### src/rtl/rob_pkg.sv
package rob_pkg;

    typedef enum logic [0:0] {
        S_RUN  = 1'b0,
        S_TRAP = 1'b1
    } rob_state_e;

endpackage

### src/rtl/rob_ctrl.sv
module rob_ctrl
    import rob_pkg::*;
#(
    parameter int DEPTH = 16,
    parameter int PC_W  = 32,
    localparam int TAG_W = $clog2(DEPTH),
    localparam int PTR_W = TAG_W + 1
) (
    input  logic             clk,
    input  logic             rst_n,
    input  logic             disp_valid,
    input  logic             flush_req,
    input  logic             head_done,
    input  logic             head_exc,
    input  logic [PC_W-1:0]  head_pc,
    output logic             disp_ready,
    output logic             disp_fire,
    output logic             retire_fire,
    output logic             trap_enter,
    output logic             flush_all,
    output logic [TAG_W-1:0] head_idx,
    output logic [TAG_W-1:0] tail_idx,
    output logic             exc_valid,
    output logic [PC_W-1:0]  exc_pc
);

    rob_state_e       state_q, state_d;
    logic [PTR_W-1:0] head_q, tail_q, used;
    logic             is_full, is_empty, head_ready;
    logic [PC_W-1:0]  exc_pc_q;

    assign used       = tail_q - head_q;
    assign is_full    = (used == PTR_W'(DEPTH));
    assign is_empty   = (used == '0);
    assign head_ready = !is_empty && head_done && (state_q == S_RUN);

    // Next-state logic
    always_comb begin
        state_d = state_q;
        unique case (state_q)
            S_RUN:  if (head_ready && head_exc) state_d = S_TRAP;
            S_TRAP: state_d = S_RUN;
            default: state_d = S_RUN;
        endcase
    end

    // State register
    always_ff @(posedge clk) begin
        if (!rst_n) state_q <= S_RUN;
        else        state_q <= state_d;
    end

    // Outputs of the state machine
    always_comb begin
        trap_enter  = 1'b0;
        retire_fire = 1'b0;
        exc_valid   = 1'b0;
        unique case (state_q)
            S_RUN: begin
                trap_enter  = head_ready && head_exc;
                retire_fire = head_ready && !head_exc && !flush_req;
            end
            S_TRAP: exc_valid = 1'b1;
            default: ;
        endcase
        flush_all  = trap_enter || flush_req;
        disp_ready = (state_q == S_RUN) && !is_full && !flush_all;
        disp_fire  = disp_valid && disp_ready;
    end

    always_ff @(posedge clk) begin
        if (!rst_n) begin
            head_q   <= '0;
            tail_q   <= '0;
            exc_pc_q <= '0;
        end else begin
            if (trap_enter) exc_pc_q <= head_pc;
            if (flush_all) begin
                tail_q <= head_q;
            end else begin
                if (retire_fire) head_q <= head_q + PTR_W'(1);
                if (disp_fire)   tail_q <= tail_q + PTR_W'(1);
            end
        end
    end

    assign head_idx = head_q[TAG_W-1:0];
    assign tail_idx = tail_q[TAG_W-1:0];
    assign exc_pc   = exc_pc_q;

endmodule

### src/rtl/rob_storage.sv
module rob_storage #(
    parameter int DEPTH    = 16,
    parameter int NUM_REGS = 32,
    parameter int DATA_W   = 32,
    parameter int PC_W     = 32,
    localparam int TAG_W = $clog2(DEPTH),
    localparam int REG_W = $clog2(NUM_REGS)
) (
    input  logic              clk,
    input  logic              rst_n,
    input  logic              clear_all,
    input  logic              alloc_en,
    input  logic [TAG_W-1:0]  alloc_idx,
    input  logic              alloc_we,
    input  logic [REG_W-1:0]  alloc_dst,
    input  logic [PC_W-1:0]   alloc_pc,
    input  logic              cmp_en,
    input  logic [TAG_W-1:0]  cmp_idx,
    input  logic [DATA_W-1:0] cmp_data,
    input  logic              cmp_exc,
    input  logic              pop_en,
    input  logic [TAG_W-1:0]  rd_idx,
    output logic              rd_done,
    output logic              rd_exc,
    output logic              rd_we,
    output logic [REG_W-1:0]  rd_dst,
    output logic [DATA_W-1:0] rd_data,
    output logic [PC_W-1:0]   rd_pc,
    output logic [DEPTH-1:0]  done_vec,
    output logic [DATA_W-1:0] res_arr [DEPTH]
);

    logic [DEPTH-1:0]  valid_q, done_q, exc_q, we_q;
    logic [REG_W-1:0]  dst_q [DEPTH];
    logic [PC_W-1:0]   pc_q  [DEPTH];
    logic [DATA_W-1:0] res_q [DEPTH];

    always_ff @(posedge clk) begin
        for (int e = 0; e < DEPTH; e++) begin
            if (!rst_n || clear_all) begin
                valid_q[e] <= 1'b0;
                done_q[e]  <= 1'b0;
                exc_q[e]   <= 1'b0;
            end else if (alloc_en && alloc_idx == TAG_W'(e)) begin
                valid_q[e] <= 1'b1;
                done_q[e]  <= 1'b0;
                exc_q[e]   <= 1'b0;
            end else if (pop_en && rd_idx == TAG_W'(e)) begin
                valid_q[e] <= 1'b0;
                done_q[e]  <= 1'b0;
            end else if (cmp_en && cmp_idx == TAG_W'(e) && valid_q[e]) begin
                done_q[e]  <= 1'b1;
                exc_q[e]   <= cmp_exc;
            end
        end
    end

    // Payload fields carry no reset; validity lives in valid_q/done_q
    always_ff @(posedge clk) begin
        for (int e = 0; e < DEPTH; e++) begin
            if (alloc_en && alloc_idx == TAG_W'(e)) begin
                we_q[e]  <= alloc_we;
                dst_q[e] <= alloc_dst;
                pc_q[e]  <= alloc_pc;
            end
            if (cmp_en && cmp_idx == TAG_W'(e) && valid_q[e] && !clear_all)
                res_q[e] <= cmp_data;
        end
    end

    assign rd_done  = done_q[rd_idx];
    assign rd_exc   = exc_q[rd_idx];
    assign rd_we    = we_q[rd_idx];
    assign rd_dst   = dst_q[rd_idx];
    assign rd_data  = res_q[rd_idx];
    assign rd_pc    = pc_q[rd_idx];
    assign done_vec = done_q;
    assign res_arr  = res_q;

endmodule

### src/rtl/rob_regmap.sv
module rob_regmap #(
    parameter int NUM_REGS = 32,
    parameter int DATA_W   = 32,
    parameter int DEPTH    = 16,
    localparam int TAG_W = $clog2(DEPTH),
    localparam int REG_W = $clog2(NUM_REGS)
) (
    input  logic              clk,
    input  logic              rst_n,
    input  logic              clear_all,
    input  logic              alloc_en,
    input  logic              alloc_we,
    input  logic [REG_W-1:0]  alloc_dst,
    input  logic [TAG_W-1:0]  alloc_tag,
    input  logic              ret_en,
    input  logic              ret_we,
    input  logic [REG_W-1:0]  ret_dst,
    input  logic [DATA_W-1:0] ret_data,
    input  logic [TAG_W-1:0]  ret_tag,
    output logic [NUM_REGS-1:0] settled,
    output logic [TAG_W-1:0]  ren_tag [NUM_REGS],
    output logic [DATA_W-1:0] arf     [NUM_REGS]
);

    logic [NUM_REGS-1:0] settled_q;
    logic [TAG_W-1:0]    tag_q  [NUM_REGS];
    logic [DATA_W-1:0]   arf_q  [NUM_REGS];

    always_ff @(posedge clk) begin
        for (int r = 0; r < NUM_REGS; r++) begin
            if (!rst_n) begin
                settled_q[r] <= 1'b1;
                tag_q[r]     <= '0;
                arf_q[r]     <= '0;
            end else begin
                if (ret_en && ret_we && ret_dst == REG_W'(r))
                    arf_q[r] <= ret_data;
                if (clear_all) begin
                    settled_q[r] <= 1'b1;
                end else if (alloc_en && alloc_we && alloc_dst == REG_W'(r)) begin
                    settled_q[r] <= 1'b0;
                    tag_q[r]     <= alloc_tag;
                end else if (ret_en && ret_we && ret_dst == REG_W'(r)
                             && !settled_q[r] && tag_q[r] == ret_tag) begin
                    settled_q[r] <= 1'b1;
                end
            end
        end
    end

    assign settled = settled_q;
    assign ren_tag = tag_q;
    assign arf     = arf_q;

endmodule

### src/rtl/rob_operand_mux.sv
module rob_operand_mux #(
    parameter int NUM_REGS = 32,
    parameter int DATA_W   = 32,
    parameter int DEPTH    = 16,
    localparam int TAG_W = $clog2(DEPTH),
    localparam int REG_W = $clog2(NUM_REGS)
) (
    input  logic [REG_W-1:0]    reg_idx,
    input  logic [NUM_REGS-1:0] settled,
    input  logic [TAG_W-1:0]    ren_tag [NUM_REGS],
    input  logic [DATA_W-1:0]   arf     [NUM_REGS],
    input  logic [DEPTH-1:0]    done_vec,
    input  logic [DATA_W-1:0]   res_arr [DEPTH],
    input  logic                cmp_en,
    input  logic [TAG_W-1:0]    cmp_idx,
    input  logic [DATA_W-1:0]   cmp_data,
    output logic                ready,
    output logic [DATA_W-1:0]   value,
    output logic [TAG_W-1:0]    tag
);

    always_comb begin
        tag   = ren_tag[reg_idx];
        ready = 1'b1;
        value = '0;
        if (settled[reg_idx])                value = arf[reg_idx];
        else if (done_vec[tag])              value = res_arr[tag];
        else if (cmp_en && cmp_idx == tag)   value = cmp_data;
        else                                 ready = 1'b0;
    end

endmodule

### src/rtl/reorder_buffer.sv
module reorder_buffer #(
    parameter int DEPTH    = 16,
    parameter int NUM_REGS = 32,
    parameter int DATA_W   = 32,
    parameter int PC_W     = 32,
    parameter int NUM_SRC  = 2,
    localparam int TAG_W = $clog2(DEPTH),
    localparam int REG_W = $clog2(NUM_REGS)
) (
    input  logic                      clk,
    input  logic                      rst_n,
    input  logic                      disp_valid,
    input  logic                      disp_we,
    input  logic [REG_W-1:0]          disp_dst,
    input  logic [PC_W-1:0]           disp_pc,
    output logic                      disp_ready,
    output logic [TAG_W-1:0]          disp_tag,
    input  logic                      cmp_valid,
    input  logic [TAG_W-1:0]          cmp_tag,
    input  logic [DATA_W-1:0]         cmp_data,
    input  logic                      cmp_exc,
    input  logic [NUM_SRC*REG_W-1:0]  src_reg,
    output logic [NUM_SRC-1:0]        src_ready,
    output logic [NUM_SRC*DATA_W-1:0] src_data,
    output logic [NUM_SRC*TAG_W-1:0]  src_tag,
    output logic                      retire_valid,
    output logic                      retire_we,
    output logic [REG_W-1:0]          retire_dst,
    output logic [DATA_W-1:0]         retire_data,
    output logic [PC_W-1:0]           retire_pc,
    input  logic                      flush_req,
    output logic                      exc_valid,
    output logic [PC_W-1:0]           exc_pc
);

    logic              disp_fire, retire_fire, trap_enter, flush_all;
    logic [TAG_W-1:0]  head_idx, tail_idx;
    logic              head_done, head_exc, head_we;
    logic [REG_W-1:0]  head_dst;
    logic [DATA_W-1:0] head_res;
    logic [PC_W-1:0]   head_pc;
    logic [DEPTH-1:0]  done_vec;
    logic [DATA_W-1:0] res_arr [DEPTH];
    logic [NUM_REGS-1:0] settled;
    logic [TAG_W-1:0]  ren_tag [NUM_REGS];
    logic [DATA_W-1:0] arf     [NUM_REGS];

    rob_ctrl #(.DEPTH(DEPTH), .PC_W(PC_W)) ctrl_i (
        .clk(clk), .rst_n(rst_n),
        .disp_valid(disp_valid), .flush_req(flush_req),
        .head_done(head_done), .head_exc(head_exc), .head_pc(head_pc),
        .disp_ready(disp_ready), .disp_fire(disp_fire),
        .retire_fire(retire_fire), .trap_enter(trap_enter), .flush_all(flush_all),
        .head_idx(head_idx), .tail_idx(tail_idx),
        .exc_valid(exc_valid), .exc_pc(exc_pc)
    );

    rob_storage #(.DEPTH(DEPTH), .NUM_REGS(NUM_REGS), .DATA_W(DATA_W), .PC_W(PC_W)) store_i (
        .clk(clk), .rst_n(rst_n), .clear_all(flush_all),
        .alloc_en(disp_fire), .alloc_idx(tail_idx), .alloc_we(disp_we),
        .alloc_dst(disp_dst), .alloc_pc(disp_pc),
        .cmp_en(cmp_valid), .cmp_idx(cmp_tag), .cmp_data(cmp_data), .cmp_exc(cmp_exc),
        .pop_en(retire_fire), .rd_idx(head_idx),
        .rd_done(head_done), .rd_exc(head_exc), .rd_we(head_we), .rd_dst(head_dst),
        .rd_data(head_res), .rd_pc(head_pc),
        .done_vec(done_vec), .res_arr(res_arr)
    );

    rob_regmap #(.NUM_REGS(NUM_REGS), .DATA_W(DATA_W), .DEPTH(DEPTH)) map_i (
        .clk(clk), .rst_n(rst_n), .clear_all(flush_all),
        .alloc_en(disp_fire), .alloc_we(disp_we), .alloc_dst(disp_dst), .alloc_tag(tail_idx),
        .ret_en(retire_fire), .ret_we(head_we), .ret_dst(head_dst),
        .ret_data(head_res), .ret_tag(head_idx),
        .settled(settled), .ren_tag(ren_tag), .arf(arf)
    );

    for (genvar s = 0; s < NUM_SRC; s++) begin : g_src
        rob_operand_mux #(.NUM_REGS(NUM_REGS), .DATA_W(DATA_W), .DEPTH(DEPTH)) mux_i (
            .reg_idx(src_reg[s*REG_W +: REG_W]),
            .settled(settled), .ren_tag(ren_tag), .arf(arf),
            .done_vec(done_vec), .res_arr(res_arr),
            .cmp_en(cmp_valid), .cmp_idx(cmp_tag), .cmp_data(cmp_data),
            .ready(src_ready[s]),
            .value(src_data[s*DATA_W +: DATA_W]),
            .tag(src_tag[s*TAG_W +: TAG_W])
        );
    end

    assign disp_tag     = tail_idx;
    assign retire_valid = retire_fire;
    assign retire_we    = head_we;
    assign retire_dst   = head_dst;
    assign retire_data  = head_res;
    assign retire_pc    = head_pc;

endmodule

### config.mk
export PLATFORM = sky130hd
export DESIGN_NAME = reorder_buffer
export DESIGN_NICKNAME = d
export VERILOG_FILES = /design/src/rtl/rob_pkg.sv /design/src/rtl/rob_ctrl.sv /design/src/rtl/rob_storage.sv /design/src/rtl/rob_regmap.sv /design/src/rtl/rob_operand_mux.sv /design/src/rtl/reorder_buffer.sv
export SDC_FILE = /design/constraint.sdc
export NUM_CORES = 2
export LEC_CHECK = 0
export CORE_MARGIN = 4
export CORE_UTILIZATION = 65
export CTS_CLUSTER_SIZE = 25
export DETAILED_ROUTE_END_ITERATION = 12
export PLACE_DENSITY = 0.83
export SLEW_MARGIN = 40
export SYNTH_ARGS = -nofsm -noshare
export SYNTH_HDL_FRONTEND = slang
export SYNTH_SLANG_ARGS = --single-unit
### constraint.sdc
create_clock -name clk -period 15.5 [get_ports clk]
set_input_delay 1.55 -clock clk [delete_from_list [all_inputs] [get_ports clk]]
set_output_delay 1.55 -clock clk [all_outputs]
set_load 0.005 [all_outputs]
==> impl_metrics.ini <==
[drt]
vias = 85574
firstDrtPassIters = 10
vias_per_cell = 7.313
drcViolationCount = 0
wl_per_cell_um = 32.84
wl_mm = 384.2
drt-initial-drc-count = 13543
antenna_left = 0

[synthesis]
synth_edf_count = 1120
yosysTopAreaCellShare_pct = 28.12
async_flop_share_pct = 0
yosysWarnings = 0
syn_area_um2 = 119600
ys_types = 69
synth_top_cell_by_area = edfxtp_1
synthCells = 9176
synth_seq_area_share_pct = 49.52
synthTopCellsByCount = 1,508 x mux2i_1, 1,288 x nor2_1, 1,279 x dfxtp_1
synth_area_leaders = edfxtp_1 28%, dfxtp_1 21%, mux4_2 20%
ys_ff_latch = 2399
synth_most_common_cell = mux2i_1
synth.avg_cell_area_um2 = 13.04
synth_nets = 9278
ys.flop_type = dfxtp_1

[clock_tree]
cts_setup_buffers = 0
cts_root_buffer = clkbuf_16
cts_sinks = 2399
post_cts_resized = 0
clkLatencyLatePin_ns = 0.92
clk_pin_slew_worst_paths_ns = 0.07
clock_path_buffers = 3
cts_tree = yes
cts_hold_buf = 0
cts.htree.levels = 4
cts_buffers = 234

[sta]
slew_headroom_pct = 34.36
rsz0062_at_grt = no
final_hold_viol_count = 0
finalSetupViolations = 0
finalCritPeriodShare_pct = 61.94
finalMaxSlewViolations = 0
setup-tns-final_ns = 0
min_period_ns = 9.601
max_freq_mhz = 104.2
tightest_slew_ns = 0.9787
skew_ns = 0.06794

[worst_setup_path]
cp-startpoint = src_reg[6]
r2r-start = ctrl_i.head_q[3]$_SDFFE_PN0P_
reg2reg_slack_ns = 9.07
worstSetupStartpointType = primary input
crit_fanout = 77
worst-r2r-cell-count = 13
endpoint = src_data[37]
cp-end-kind = output port
critPathKind = primary input to output port
arrival_ns = 8.05
critPathRequiredTime_ns = 13.95
regToRegEndpoint = store_i.dst_q[2][1]$_DFFE_PP_

[placement]
dpl.hpwl_mm = 213.8
gp_congestion = 0.9651
portBuffers = 272
place_inst = 11235

[floorplanning]
core-area_um2 = 183100
fp-row-count = 157
start_util_pct = 65.34
io_pins = 273
die_area_um2 = 191000
die_y_um = 437.0
fp.dieW_um = 437.0

[layout]
final_cell_count_no_fill = 11701
areaGrowthSynthToFinish_pct = 10.20
nets = 9115
drive_gt1_share_pct = 19.43

[power_and_ir_drop]
pwr_density_cell_nw_per_um2 = 101.5
sequentialPowerShare_pct = 49.6
swShare_pct = 24.01
pwr-share-clk_pct = 43.7
ir_worst_vdd_uv = 137.0
p_leak_nw = 44.32
switching_power_w = 0.003214
intPower_w = 0.01017
combPwrFrac_pct = 6.7

[grt]
first_global_vias = 85486
antenna_found_initial = 19
grt_pass1_wl_mm = 563.0
grt_overflow = 0
grt_max_degree = 209
grt_use_total_pct = 39.61

[flow_run]
max_cap_viol_count = 0

[worst_hold_path]
hold_path.class = flip-flop to flip-flop

[run_status]
status = complete, no violations
-- area by class of cell --
cell class                      instances  area (um^2)
Antenna cell                           17        42.54
Inverter                               46        211.5
Timing Repair Buffer                  477         4866
Clock buffer                          320         6530
Tap cell                             2464         3083
Multi-Input combinational cell       5855        56510
Fill cell                           11449        51260
Sequential cell                      2399        59260
Clock inverter                        123         1315
-- logic make-up after synthesis --
| group | count (synthesis) | synth area share, % |
|---|---|---|
| xor gates and xnor gates | 145 | 1.062 |
| and+or+nand+nor | 2465 | 9.038 |
| DFF | 2399 | 49.52 |
| adders and majority gates | 12 | 0.1255 |
| buffers and inverters | 922 | 3.538 |
| AOI/OAI and AO/OA | 678 | 4.392 |
| muxes | 2555 | 32.32 |
-- worst min-delay path by stage --
stage / startpoint / endpoint / cells after the start
after floorplan: map_i.settled[22]$_SDFFE_PP1P_ / map_i.settled[22]$_SDFFE_PP1P_ / 2
after global placement: map_i.settled[11]$_SDFFE_PP1P_ / map_i.settled[11]$_SDFFE_PP1P_ / 2
after global routing: store_i.valid_q[7]$_SDFFE_PP0P_ / store_i.valid_q[7]$_SDFFE_PP0P_ / 2
after CTS: store_i.valid_q[7]$_SDFFE_PP0P_ / store_i.valid_q[7]$_SDFFE_PP0P_ / 2
after detailed placement: store_i.valid_q[1]$_SDFFE_PP0P_ / store_i.valid_q[1]$_SDFFE_PP0P_ / 2
final: store_i.valid_q[7]$_SDFFE_PP0P_ / store_i.valid_q[7]$_SDFFE_PP0P_ / 2
-- placed cells by master, fill, tap and decap left out, drive strengths merged, types with 14 or more instances in the layout --
cell type / Yosys / final
a2111oi: 16 / 16
a211o: 33 / 33
a211oi: 204 / 204
a21oi: 63 / 63
a22oi: 24 / 24
a311oi: 143 / 143
a31oi: 51 / 51
a32oi: 64 / 64
and2: 134 / 134
and3: 15 / 15
buf: 342 / 214
bufinv: 0 / 18
clkbuf: 534 / 322
clkdlybuf4s50: 0 / 261
clkinv: 1 / 86
clkinvlp: 0 / 15
dfxtp: 1279 / 1279
diode: 0 / 17
edfxtp: 1120 / 1120
inv: 45 / 50
mux2i: 1508 / 1508
mux4: 1046 / 1046
nand2: 594 / 594
nand2b: 14 / 14
nand3: 246 / 246
nand4: 16 / 16
nor2: 1289 / 1289
nor2b: 49 / 49
nor3: 58 / 58
nor4: 34 / 34
o21ai: 28 / 28
o41ai: 32 / 32
xnor2: 15 / 15
xor2: 130 / 130
-- routing by layer --
metal,global-route usage [%],wire length (um)
met1,50.46,127800
met2,59.77,173700
met3,10.17,49950
met4,27.61,32640
met5,0,49
-- power by group through the flow --
stage,Clock (W),Sequential (W),Combinational (W)
after global routing,0.00613,0.00663,0.000930
final,0.00585,0.00664,0.000898
after floorplan,0,0.00677,0.000572
after detailed placement,0,0.00677,0.000853
after CTS,0.00584,0.00664,0.000859
after global placement,0,0.00677,0.000825
-- flip-flops by register name, summed over array words and instances, names as in the netlist, named ones only --
signal / flops
map_i.arf: 1024
store_i.pc_q: 512
store_i.res_arr: 512
map_i.ren_tag: 128
store_i.dst_q: 80
ctrl_i.exc_pc: 32
map_i.settled: 32
store_i.done_vec: 16
store_i.exc_q: 16
store_i.valid_q: 16
store_i.we_q: 16
ctrl_i.head_q: 5
ctrl_i.tail_q: 5
ctrl_i.state_q: 1
-- critical path, stage by stage --
cell and delay [ns]:
buf_8 0.47, buf_4 0.81, nor2b_1 0.57, a22oi_1 0.20, nand3_1 0.13, nand4_1 0.51, nand2b_2 0.41, buf_4 0.36
a311oi_1 0.51, or4_2 0.22, buf_4 0.56, o41ai_1 0.27, a31oi_1 0.60, clkdlybuf4s50_1 0.62
-- metrics by stage --
stage          instance area, um^2  hold WS [ns]  total power [W]  worst slack, ns  util (%)
6_report                    131800        0.4850          0.01339            5.899     72.00
5_1_grt                     131800        0.5140          0.01369            5.908     71.99
4_1_cts                     131600        0.4806          0.01334            6.140     71.85
3_5_place_dp                123700        0.4692         0.007627            6.182     67.57
3_3_place_gp                123200        0.4623         0.007597            6.242     67.27
2_1_floorplan               119600        0.4494         0.007345            9.475         -
Power figures use the tool's default switching activity.
